--- config.mk ---
export PLATFORM = sky130hd
export DESIGN_NAME = byte_core
export DESIGN_NICKNAME = d
export VERILOG_FILES = /design/src/rtl/core_pkg.sv /design/src/rtl/rca_adder.sv /design/src/rtl/reg_bank.sv /design/src/rtl/step_ring.sv /design/src/rtl/byte_core.sv
export SDC_FILE = /design/constraint.sdc
export NUM_CORES = 1
export LEC_CHECK = 0
export ABC_AREA = 1
export BUFFER_PORTS_ARGS = -buffer_cell sky130_fd_sc_hd__buf_4
export CORE_ASPECT_RATIO = 1.75
export CORE_MARGIN = 4
export CORE_UTILIZATION = 24
export DETAILED_ROUTE_END_ITERATION = 8
export GPL_TIMING_DRIVEN = 0
export SETUP_SLACK_MARGIN = 0.3
export SLEW_MARGIN = 20
export SYNTH_ARGS = -nofsm -noshare
export SYNTH_HDL_FRONTEND = slang
export SYNTH_HIERARCHICAL = 1
export SYNTH_SLANG_ARGS = --single-unit
--- constraint.sdc ---
create_clock -name clk -period 6.4 [get_ports clk]
set_input_delay 1.92 -clock clk [delete_from_list [all_inputs] [get_ports clk]]
set_output_delay 1.92 -clock clk [all_outputs]
set_load 0.01 [all_outputs]
--- src/rtl/core_pkg.sv ---
package core_pkg;
  localparam int NSTG = 7;
  localparam int ST_IDLE = 0;
  localparam int ST_FOP  = 1;
  localparam int ST_LOP  = 2;
  localparam int ST_FARG = 3;
  localparam int ST_LARG = 4;
  localparam int ST_EXEC = 5;
  localparam int ST_LDW  = 6;

  typedef enum logic [1:0] {
    OPC_LOAD  = 2'b00,
    OPC_STORE = 2'b01,
    OPC_ADDK  = 2'b10,
    OPC_ADDR  = 2'b11
  } opc_e;
endpackage

--- src/rtl/rca_adder.sv ---
module rca_adder #(
  parameter int W = 8
) (
  input  logic [W-1:0] a,
  input  logic [W-1:0] b,
  output logic [W-1:0] s
);
  logic [W-1:0] c;
  assign c[0] = 1'b0;

  for (genvar i = 0; i < W; i++) begin : g_bit
    assign s[i] = a[i] ^ b[i] ^ c[i];
    if (i < W-1) begin : g_carry
      assign c[i+1] = (a[i] & b[i]) | (c[i] & (a[i] ^ b[i]));
    end
  end
endmodule

--- src/rtl/reg_bank.sv ---
module reg_bank #(
  parameter int NREG = 4,
  parameter int W    = 8,
  localparam int RW  = $clog2(NREG)
) (
  input  logic              clk,
  input  logic              rst,
  input  logic              wr_en,
  input  logic [RW-1:0]     wr_sel,
  input  logic [W-1:0]      wr_val,
  input  logic [RW-1:0]     rd_sel_a,
  input  logic [RW-1:0]     rd_sel_b,
  output logic [W-1:0]      rd_val_a,
  output logic [W-1:0]      rd_val_b,
  output logic [NREG*W-1:0] flat
);
  logic [W-1:0] cells [NREG];

  for (genvar k = 0; k < NREG; k++) begin : g_cell
    always_ff @(posedge clk) begin
      if (rst) begin
        cells[k] <= '0;
      end else if (wr_en && wr_sel == RW'(k)) begin
        cells[k] <= wr_val;
      end
    end
    assign flat[k*W +: W] = cells[k];
  end

  assign rd_val_a = cells[rd_sel_a];
  assign rd_val_b = cells[rd_sel_b];
endmodule

--- src/rtl/step_ring.sv ---
module step_ring
  import core_pkg::*;
(
  input  logic            clk,
  input  logic            rst,
  input  logic            run,
  input  logic            is_load,
  output logic [NSTG-1:0] stg
);
  localparam logic [NSTG-1:0] STG_RST = NSTG'(1) << ST_IDLE;

  logic [NSTG-1:0] nxt;
  logic            last;

  always_comb begin
    last          = (stg[ST_EXEC] & ~is_load) | stg[ST_LDW];
    nxt           = '0;
    nxt[ST_IDLE]  = (stg[ST_IDLE] | last) & ~run;
    nxt[ST_FOP]   = (stg[ST_IDLE] | last) & run;
    nxt[ST_LOP]   = stg[ST_FOP];
    nxt[ST_FARG]  = stg[ST_LOP];
    nxt[ST_LARG]  = stg[ST_FARG];
    nxt[ST_EXEC]  = stg[ST_LARG];
    nxt[ST_LDW]   = stg[ST_EXEC] & is_load;
  end

  always_ff @(posedge clk) begin
    if (rst) stg <= STG_RST;
    else     stg <= nxt;
  end
endmodule

--- src/rtl/byte_core.sv ---
module byte_core
  import core_pkg::*;
#(
  parameter int DW   = 8,
  parameter int AW   = 8,
  parameter int NREG = 4
) (
  input  logic              clk,
  input  logic              rst,
  input  logic              run,
  input  logic [DW-1:0]     mem_rdata,
  output logic [AW-1:0]     mem_addr,
  output logic [DW-1:0]     mem_wdata,
  output logic              mem_re,
  output logic              mem_we,
  output logic              halt,
  output logic [AW-1:0]     dbg_pc,
  output logic [NREG*DW-1:0] dbg_regs
);
  localparam int RW = $clog2(NREG);
  localparam int HW = 2 + 2*RW;

  logic [NSTG-1:0] stg;
  logic [AW-1:0]   pc_q;
  logic [HW-1:0]   ir_hdr;
  logic [DW-1:0]   ir_arg;
  opc_e            opc;
  logic [RW-1:0]   rd_f, rs_f;
  logic [DW-1:0]   rd_v, rs_v, addend, sum;
  logic            is_load, rf_we;
  logic [DW-1:0]   rf_wval;

  assign opc     = opc_e'(ir_hdr[HW-1 -: 2]);
  assign rd_f    = ir_hdr[HW-3 -: RW];
  assign rs_f    = ir_hdr[RW-1:0];
  assign is_load = (opc == OPC_LOAD);

  step_ring u_ring (
    .clk     (clk),
    .rst     (rst),
    .run     (run),
    .is_load (is_load),
    .stg     (stg)
  );

  always_ff @(posedge clk) begin
    if (rst) begin
      pc_q   <= '0;
      ir_hdr <= '0;
      ir_arg <= '0;
    end else begin
      if (stg[ST_LOP])  ir_hdr <= mem_rdata[DW-1 -: HW];
      if (stg[ST_LARG]) ir_arg <= mem_rdata;
      if (stg[ST_LOP] || stg[ST_LARG]) pc_q <= pc_q + AW'(1);
    end
  end

  assign addend = (opc == OPC_ADDK) ? ir_arg : rs_v;

  rca_adder #(.W(DW)) u_add (
    .a (rd_v),
    .b (addend),
    .s (sum)
  );

  assign rf_we   = (stg[ST_EXEC] && (opc == OPC_ADDK || opc == OPC_ADDR)) || stg[ST_LDW];
  assign rf_wval = stg[ST_LDW] ? mem_rdata : sum;

  reg_bank #(.NREG(NREG), .W(DW)) u_regs (
    .clk      (clk),
    .rst      (rst),
    .wr_en    (rf_we),
    .wr_sel   (rd_f),
    .wr_val   (rf_wval),
    .rd_sel_a (rd_f),
    .rd_sel_b (rs_f),
    .rd_val_a (rd_v),
    .rd_val_b (rs_v),
    .flat     (dbg_regs)
  );

  always_comb begin
    mem_addr  = (stg[ST_FOP] || stg[ST_FARG]) ? pc_q : ir_arg[AW-1:0];
    mem_re    = stg[ST_FOP] || stg[ST_FARG] || (stg[ST_EXEC] && is_load);
    mem_we    = stg[ST_EXEC] && (opc == OPC_STORE);
    mem_wdata = rd_v;
  end

  assign halt   = stg[ST_IDLE];
  assign dbg_pc = pc_q;
endmodule


==> summary.txt, run 1 <==
Status -> complete, no violations
Maximum VDD drop -> 0.000157 V
Core box area -> 14400 µm²
Max Buffers Root-to-Sink -> 2
Vias -> 3233
Layout area overhead -> 30.6%
CTS buffer count -> 9
Post-synthesis cell count -> 478
Routed wire length -> 10900 µm
CTS resizes -> 0
Worst-path maximum fanout -> 9
Global-route wire length before repair -> 17200 µm
Design Area, Final -> 4580 µm²
Fmax -> 216 MHz
DRC -> 0
Largest family of logic cells by synthesized area -> simple AND/OR/NAND/NOR gates
Max_cap viols -> 0
Initial Util -> 24.4%
Worst hold path type -> flip-flop to flip-flop
Total negative setup slack -> 0 ns
Number of vias per cell -> 4.35
Die Span Y -> 168 µm
Number of diodes -> 0
Number of global-route vias before repair -> 3232
Pwr Density -> 251 nW/µm²
Clock Latency Late Sink -> 0.33 ns
Crit path launch -> ir_hdr[3]
Adder-Cell Fraction of Synth Area -> 4.14%
Fraction of layout cells with a size suffix above 1 -> 22.0%
Worst Skew -> 0.00628 ns
Max-Slew Margin vs Limit -> 27.9%
Dpl hpwl -> 8870 µm
Unique masters post-synth -> 31
Synth Area in XOR/XNOR -> 0%
Starting DRT DRC Count -> 102
Pwr Total -> 1.15 mW
Hold EP -> u_ring/stg[5]
Seq/Total Area, Yosys -> 44.0%
Setup crit start kind -> flip-flop
Largest net degree at the start of global routing -> 14
NumNets Final -> 577
Sink Count -> 61
DRT Pass-1 Iters -> 4
Synth Warn # -> 6
Die X -> 99.3 µm
Final hold slack -> 0.419 ns
Hold path start -> u_ring/stg[4]
Gpl congestion -> 0.907
Hold Buf Count CTS -> 0
Placement Setup Slack -> 1.82 ns
Initial antenna violation count -> 0
Root buf cell -> clkbuf_16
Endpoints failing hold -> 0
Yosys reg bits -> 61
Routed length per instance -> 14.6 µm
RR Startpoint -> ir_hdr[3]
Reg clk slew, reported paths -> 0.06 ns
Full die area -> 16700 µm²
Worst Setup Path Type -> flip-flop to flip-flop
Hold Path Depth -> 2
Top Ports -> 70
Setup crit end kind -> flip-flop
Period utilization -> 72.4%
Setup Fix Bufs, Post-CTS -> 0
Global-route congestion overflow total -> 0
Reg2reg setup slack -> 1.77 ns
RSZ-0062 raised after global routing -> no
GRT Total Usage -> 13.6%
Port Buf Inserts -> 69
FF-to-FF End -> u_regs/cells[1][7]
Multiplexer share of the synthesized area -> 2.25%
Mean post-synth cell area -> 7.33 µm²
H-tree depth -> 3
Synth Area in Simple Gates -> 33.2%
Critical Path RT -> 6.56 ns
Synth Cell Area -> 3500 µm²
Min Tclk post-route -> 4.63 ns
Cell row count -> 58
Synth Area in Compound Gates -> 5.07%
Pins over their slew limit -> 0
DP Area -> 4250 µm²
Final setup vio count -> 0
WP data arrival -> 4.79 ns
Setup WS post-layout -> 1.77 ns
R2R depth -> 20
Post-route ant nets -> 0
Syn nets -> 497
Leak -> 2.21 nW
Least-Margin Pin Slew -> 1.07 ns
CTS tree -> yes
## state kept, by name, summed over array words and instances, names as in the netlist
| signal | flops |
|---|---|
| u_regs/cells | 32 |
| dbg_pc | 8 |
| ir_arg | 8 |
| u_ring/stg | 7 |
| ir_hdr | 6 |
## routing by layer
| layer | track usage, % | wire length [µm] | vias to the layer above |
|---|---|---|---|
| li1 | - | - | 1650 |
| met1 | 14.7 | 4110 | 1461 |
| met2 | 23.9 | 5700 | 100 |
| met3 | 2.57 | 535 | 22 |
| met4 | 8.38 | 511 | 0 |
| met5 | 0 | 0 | - |
## cells in the final DEF, fill, tap and decap left out, types with 2 or more instances in the layout
cell type,n
a21oi_1,5
buf_1,2
buf_2,8
buf_4,75
bufinv_16,2
clkbuf_1,2
clkbuf_16,9
dfxtp_1,29
edfxtp_1,32
fa_1,6
ha_1,2
inv_1,74
inv_2,3
inv_6,2
mux2_2,7
nand2_1,141
nand2_2,2
nand3_1,38
nand3_2,2
nand4_1,3
nor2_1,66
nor2_2,2
nor2_4,3
nor3_1,10
o21ai_0,26
## cell usage after synthesis (all sizes together)
cell / count / area (µm²)
a21oi: 6 / 33.8
buf: 16 / 92.6
clkbuf: 2 / 7.51
clkinv: 1 / 3.75
dfxtp: 29 / 581
edfxtp: 32 / 961
fa: 6 / 120
ha: 2 / 25.0
inv: 78 / 295
mux2: 7 / 78.8
nand2: 144 / 553
nand3: 41 / 228
nand4: 4 / 31.3
nor2: 71 / 294
nor3: 10 / 50.1
nor4: 1 / 6.26
o21ai: 28 / 144
## kinds of logic (layout without fill, tap and decap cells)
family	count (synthesis)	after routing
AOI/OAI and AO/OA	34	34
adders and majority gates	8	8
and+or+nand+nor	271	271
buffers and inverters	97	182
muxes	7	7
DFF	61	61
## worst max path at each step
stage,end,slack (ns),cells after the start
floorplan,u_regs/cells[1][7],2.35,23
global route,u_regs/cells[1][7],1.51,21
detailed placement,u_regs/cells[1][7],1.82,20
CTS,u_regs/cells[1][7],1.81,20
finish,u_regs/cells[1][7],1.77,20
global placement,u_regs/cells[1][7],1.85,20
## where the power goes
group / switching (mW) / total [mW] / internal (mW) / leakage, nW
sequential: 0.0107 / 0.434 / 0.423 / 0.566
combinational: 0.121 / 0.183 / 0.0625 / 1.49
clock: 0.187 / 0.534 / 0.347 / 0.159
## layout make-up
type                       instances  area, µm²
clock inverter                     7        105
inverter                          79        299
multi-input combinational        320       1560
fill                            1597       9790
tap                              180        225
timing repair buffer              69        518
buffer                            18        100
sequential                        61       1540
clock buffer                       9        225
## stage by stage
stage / instances / utilization [%]
after floorplan: 478 / -
after global placement: 727 / 29.6
after detailed placement: 727 / 29.6
after CTS: 743 / 31.9
after global routing: 743 / 31.9
final: 743 / 31.9
## critical path, cell delays in order, from the launching register on
cell      delay (ns)
dfxtp_1         0.46
clkbuf_1        0.40
inv_1           0.27
nand3_1         0.16
nand2_1         0.08
ha_1            0.20
inv_1           0.06
fa_1            0.15
inv_1           0.05
fa_1            0.38
fa_1            0.39
fa_1            0.40
fa_1            0.39
fa_1            0.39
inv_1           0.08
nand3_1         0.07
nand2_1         0.06
nand2_1         0.05
nand2_1         0.06
inv_1           0.13
nor3_1          0.24
Power figures use the tool's default switching activity.
==> run 2: changes to the inputs <==
- clock period: 6.4 -> 4.38 ns (I/O delays scaled with it)
==> summary.txt, run 2 (synthesis gave the netlist of run 1 again) <==
Status -> complete, no violations
H-tree depth -> 3 (unchanged)
Worst Setup Path Type -> flip-flop to flip-flop
NumNets Final -> 589 (+2.1%)
Worst hold path type -> flip-flop to flip-flop
Fraction of layout cells with a size suffix above 1 -> 27.7% (+5.6 points)
Initial Util -> 24.4% (unchanged)
Setup crit end kind -> flip-flop
Routed wire length -> 11100 µm (+2.3%)
Fmax -> 252 MHz (+17%)
Largest net degree at the start of global routing -> 14 (unchanged)
Max Buffers Root-to-Sink -> 2 (unchanged)
Global-route congestion overflow total -> 0 (unchanged)
Global-route wire length before repair -> 17400 µm (+0.76%)
Pwr Total -> 1.71 mW (+49%)
Maximum VDD drop -> 0.000236 V (+50%)
Fin cells -> 755 (+1.6%)
DRC -> 0 (unchanged)
Design Area, Final -> 4790 µm² (+4.6%)
Cell row count -> 58 (unchanged)
Post-layout util -> 33.3% (+1.5 points)
Min Tclk post-route -> 3.97 ns (-0.665 ns)
Die Span Y -> 168 µm (unchanged)
DRT Pass-1 Iters -> 4 (unchanged)
Least-Margin Pin Slew -> 1.08 ns (+0.00751 ns)
Max-Slew Margin vs Limit -> 27.4% (-0.51 points)
Reg clk slew, reported paths -> 0.06 ns (about the same)
Number of global-route vias before repair -> 3254 (+0.68%)
Largest Register -> u_regs/cells
Starting DRT DRC Count -> 101 (-0.98%)
Layout area overhead -> 36.7%
Number of diodes -> 0 (unchanged)
Endpoints failing hold -> 0 (unchanged)
Leak -> 2.29 nW (+3.4%)
CTS buffer count -> 9 (unchanged)
Worst Skew -> 0.00777 ns (+0.00149 ns)
Final hold slack -> 0.421 ns (+0.00184 ns)
Placed insts -> 727 (unchanged)
Initial antenna violation count -> 0 (unchanged)
Top Ports -> 70 (unchanged)
Sink Count -> 61 (unchanged)
Post-route ant nets -> 0 (unchanged)
Hold Buf Count CTS -> 0 (unchanged)
Dpl hpwl -> 8870 µm (unchanged)
Commonest non-fill, non-tap cell in the layout -> nand2_1
WP data arrival -> 4.14 ns (-0.65 ns)
Vias -> 3304 (+2.2%)
Routed length per instance -> 14.7 µm (+0.63%)
Number of vias per cell -> 4.38 (+0.57%)
Setup crit start kind -> flip-flop
Max_cap viols -> 0 (unchanged)
Final setup vio count -> 0 (unchanged)
Period utilization -> 90.6% (+18 points)
Worst-path maximum fanout -> 5 (-4)
Pins over their slew limit -> 0 (unchanged)
Gpl congestion -> 0.907 (unchanged)
DP Area -> 4250 µm² (unchanged)
Critical Path RT -> 4.55 ns (-2.01 ns)
CTS tree -> yes
Die X -> 99.3 µm (unchanged)
Core box area -> 14400 µm² (unchanged)
GRT Total Usage -> 13.7% (+0.086 points)
Full die area -> 16700 µm² (unchanged)
Pwr Density -> 357 nW/µm² (+42%)
Commonest non-fill, non-tap cells in the layout -> 140 x nand2_1, 85 x buf_4, 67 x inv_1
RSZ-0062 raised after global routing -> yes
Clock Latency Late Sink -> 0.33 ns (about the same)
Port Buf Inserts -> 69 (unchanged)
Root buf cell -> clkbuf_16
Largest register FFs -> 32 (unchanged)
[run 2: changes by cell type in the layout (fill, tap and decap cells not counted), moves of 3 or more]
cell     change
fa_1         -6
inv_2        +3
inv_1        -7
buf_6        +5
buf_2        -4
dfxtp_1      -3
fa_2         +6
buf_4       +10
[run 2: worst max-delay path, cell delays in order (launching register included)]
cell and delay (ns):
dfxtp_2 0.32, buf_6 0.13, inv_8 0.06, buf_8 0.09, nand2_1 0.04, nand3_1 0.08
nand2_1 0.06, mux2_4 0.27, ha_4 0.16, inv_2 0.04, fa_2 0.16, inv_1 0.05
fa_2 0.35, fa_2 0.37, fa_2 0.37, fa_2 0.34, fa_2 0.36, inv_1 0.07
nand3_1 0.07, nand2_1 0.06, nand2_1 0.05, nand2_1 0.07, inv_2 0.08, nor3_2 0.14
[run 2: cell type report]
class                      instances  area [µm²]
tap                              180         225
inverter                          79         315
clock inverter                     7         105
clock buffer                       9         225
sequential                        61        1550
multi-input combinational        320        1610
timing repair buffer              81         608
fill                            1562        9580
buffer                            18         151
[run 2: worst paths after layout]
| path | end | depth (start not counted) | from | slack (ns) |
|---|---|---|---|---|
| max | u_regs/cells[1][7] | 23 | ir_hdr[0] | 0.41 |
| min | u_ring/stg[5] | 2 | u_ring/stg[4] | 0.42 |
| max reg2reg | u_regs/cells[1][7] | 23 | ir_hdr[0] | 0.41 |
| min reg2reg | u_ring/stg[5] | 2 | u_ring/stg[4] | 0.42 |
[run 2: repair_timing]
action | 4_1_cts | 5_1_grt
setup endpoints to repair | 8 | 8
gates resized for setup | 21 | 28
setup buffers | 0 | 12
pin swaps | 0 | 4
[run 2: metal layers]
layer  wire, µm  global-route usage [%]
met1       4130                    14.8
met2       5840                    24.0
met3        582                    2.82
met4        566                    8.15
met5          0                       0
[run 2: power by group]
group / switching [mW] / total, mW / internal [mW]
Clock: 0.274 / 0.780 / 0.506
Sequential: 0.0160 / 0.634 / 0.618
Combinational: 0.187 / 0.295 / 0.108
Total: 0.477 / 1.71 / 1.23
[run 2: per-stage QoR]
step           setup WS, ns  setup TNS, ns
3_3_place_gp         -0.175         -0.872
6_report              0.411              0
4_1_cts               0.297              0
2_1_floorplan         0.327              0
3_5_place_dp         -0.205          -1.07
5_1_grt               0.264              0
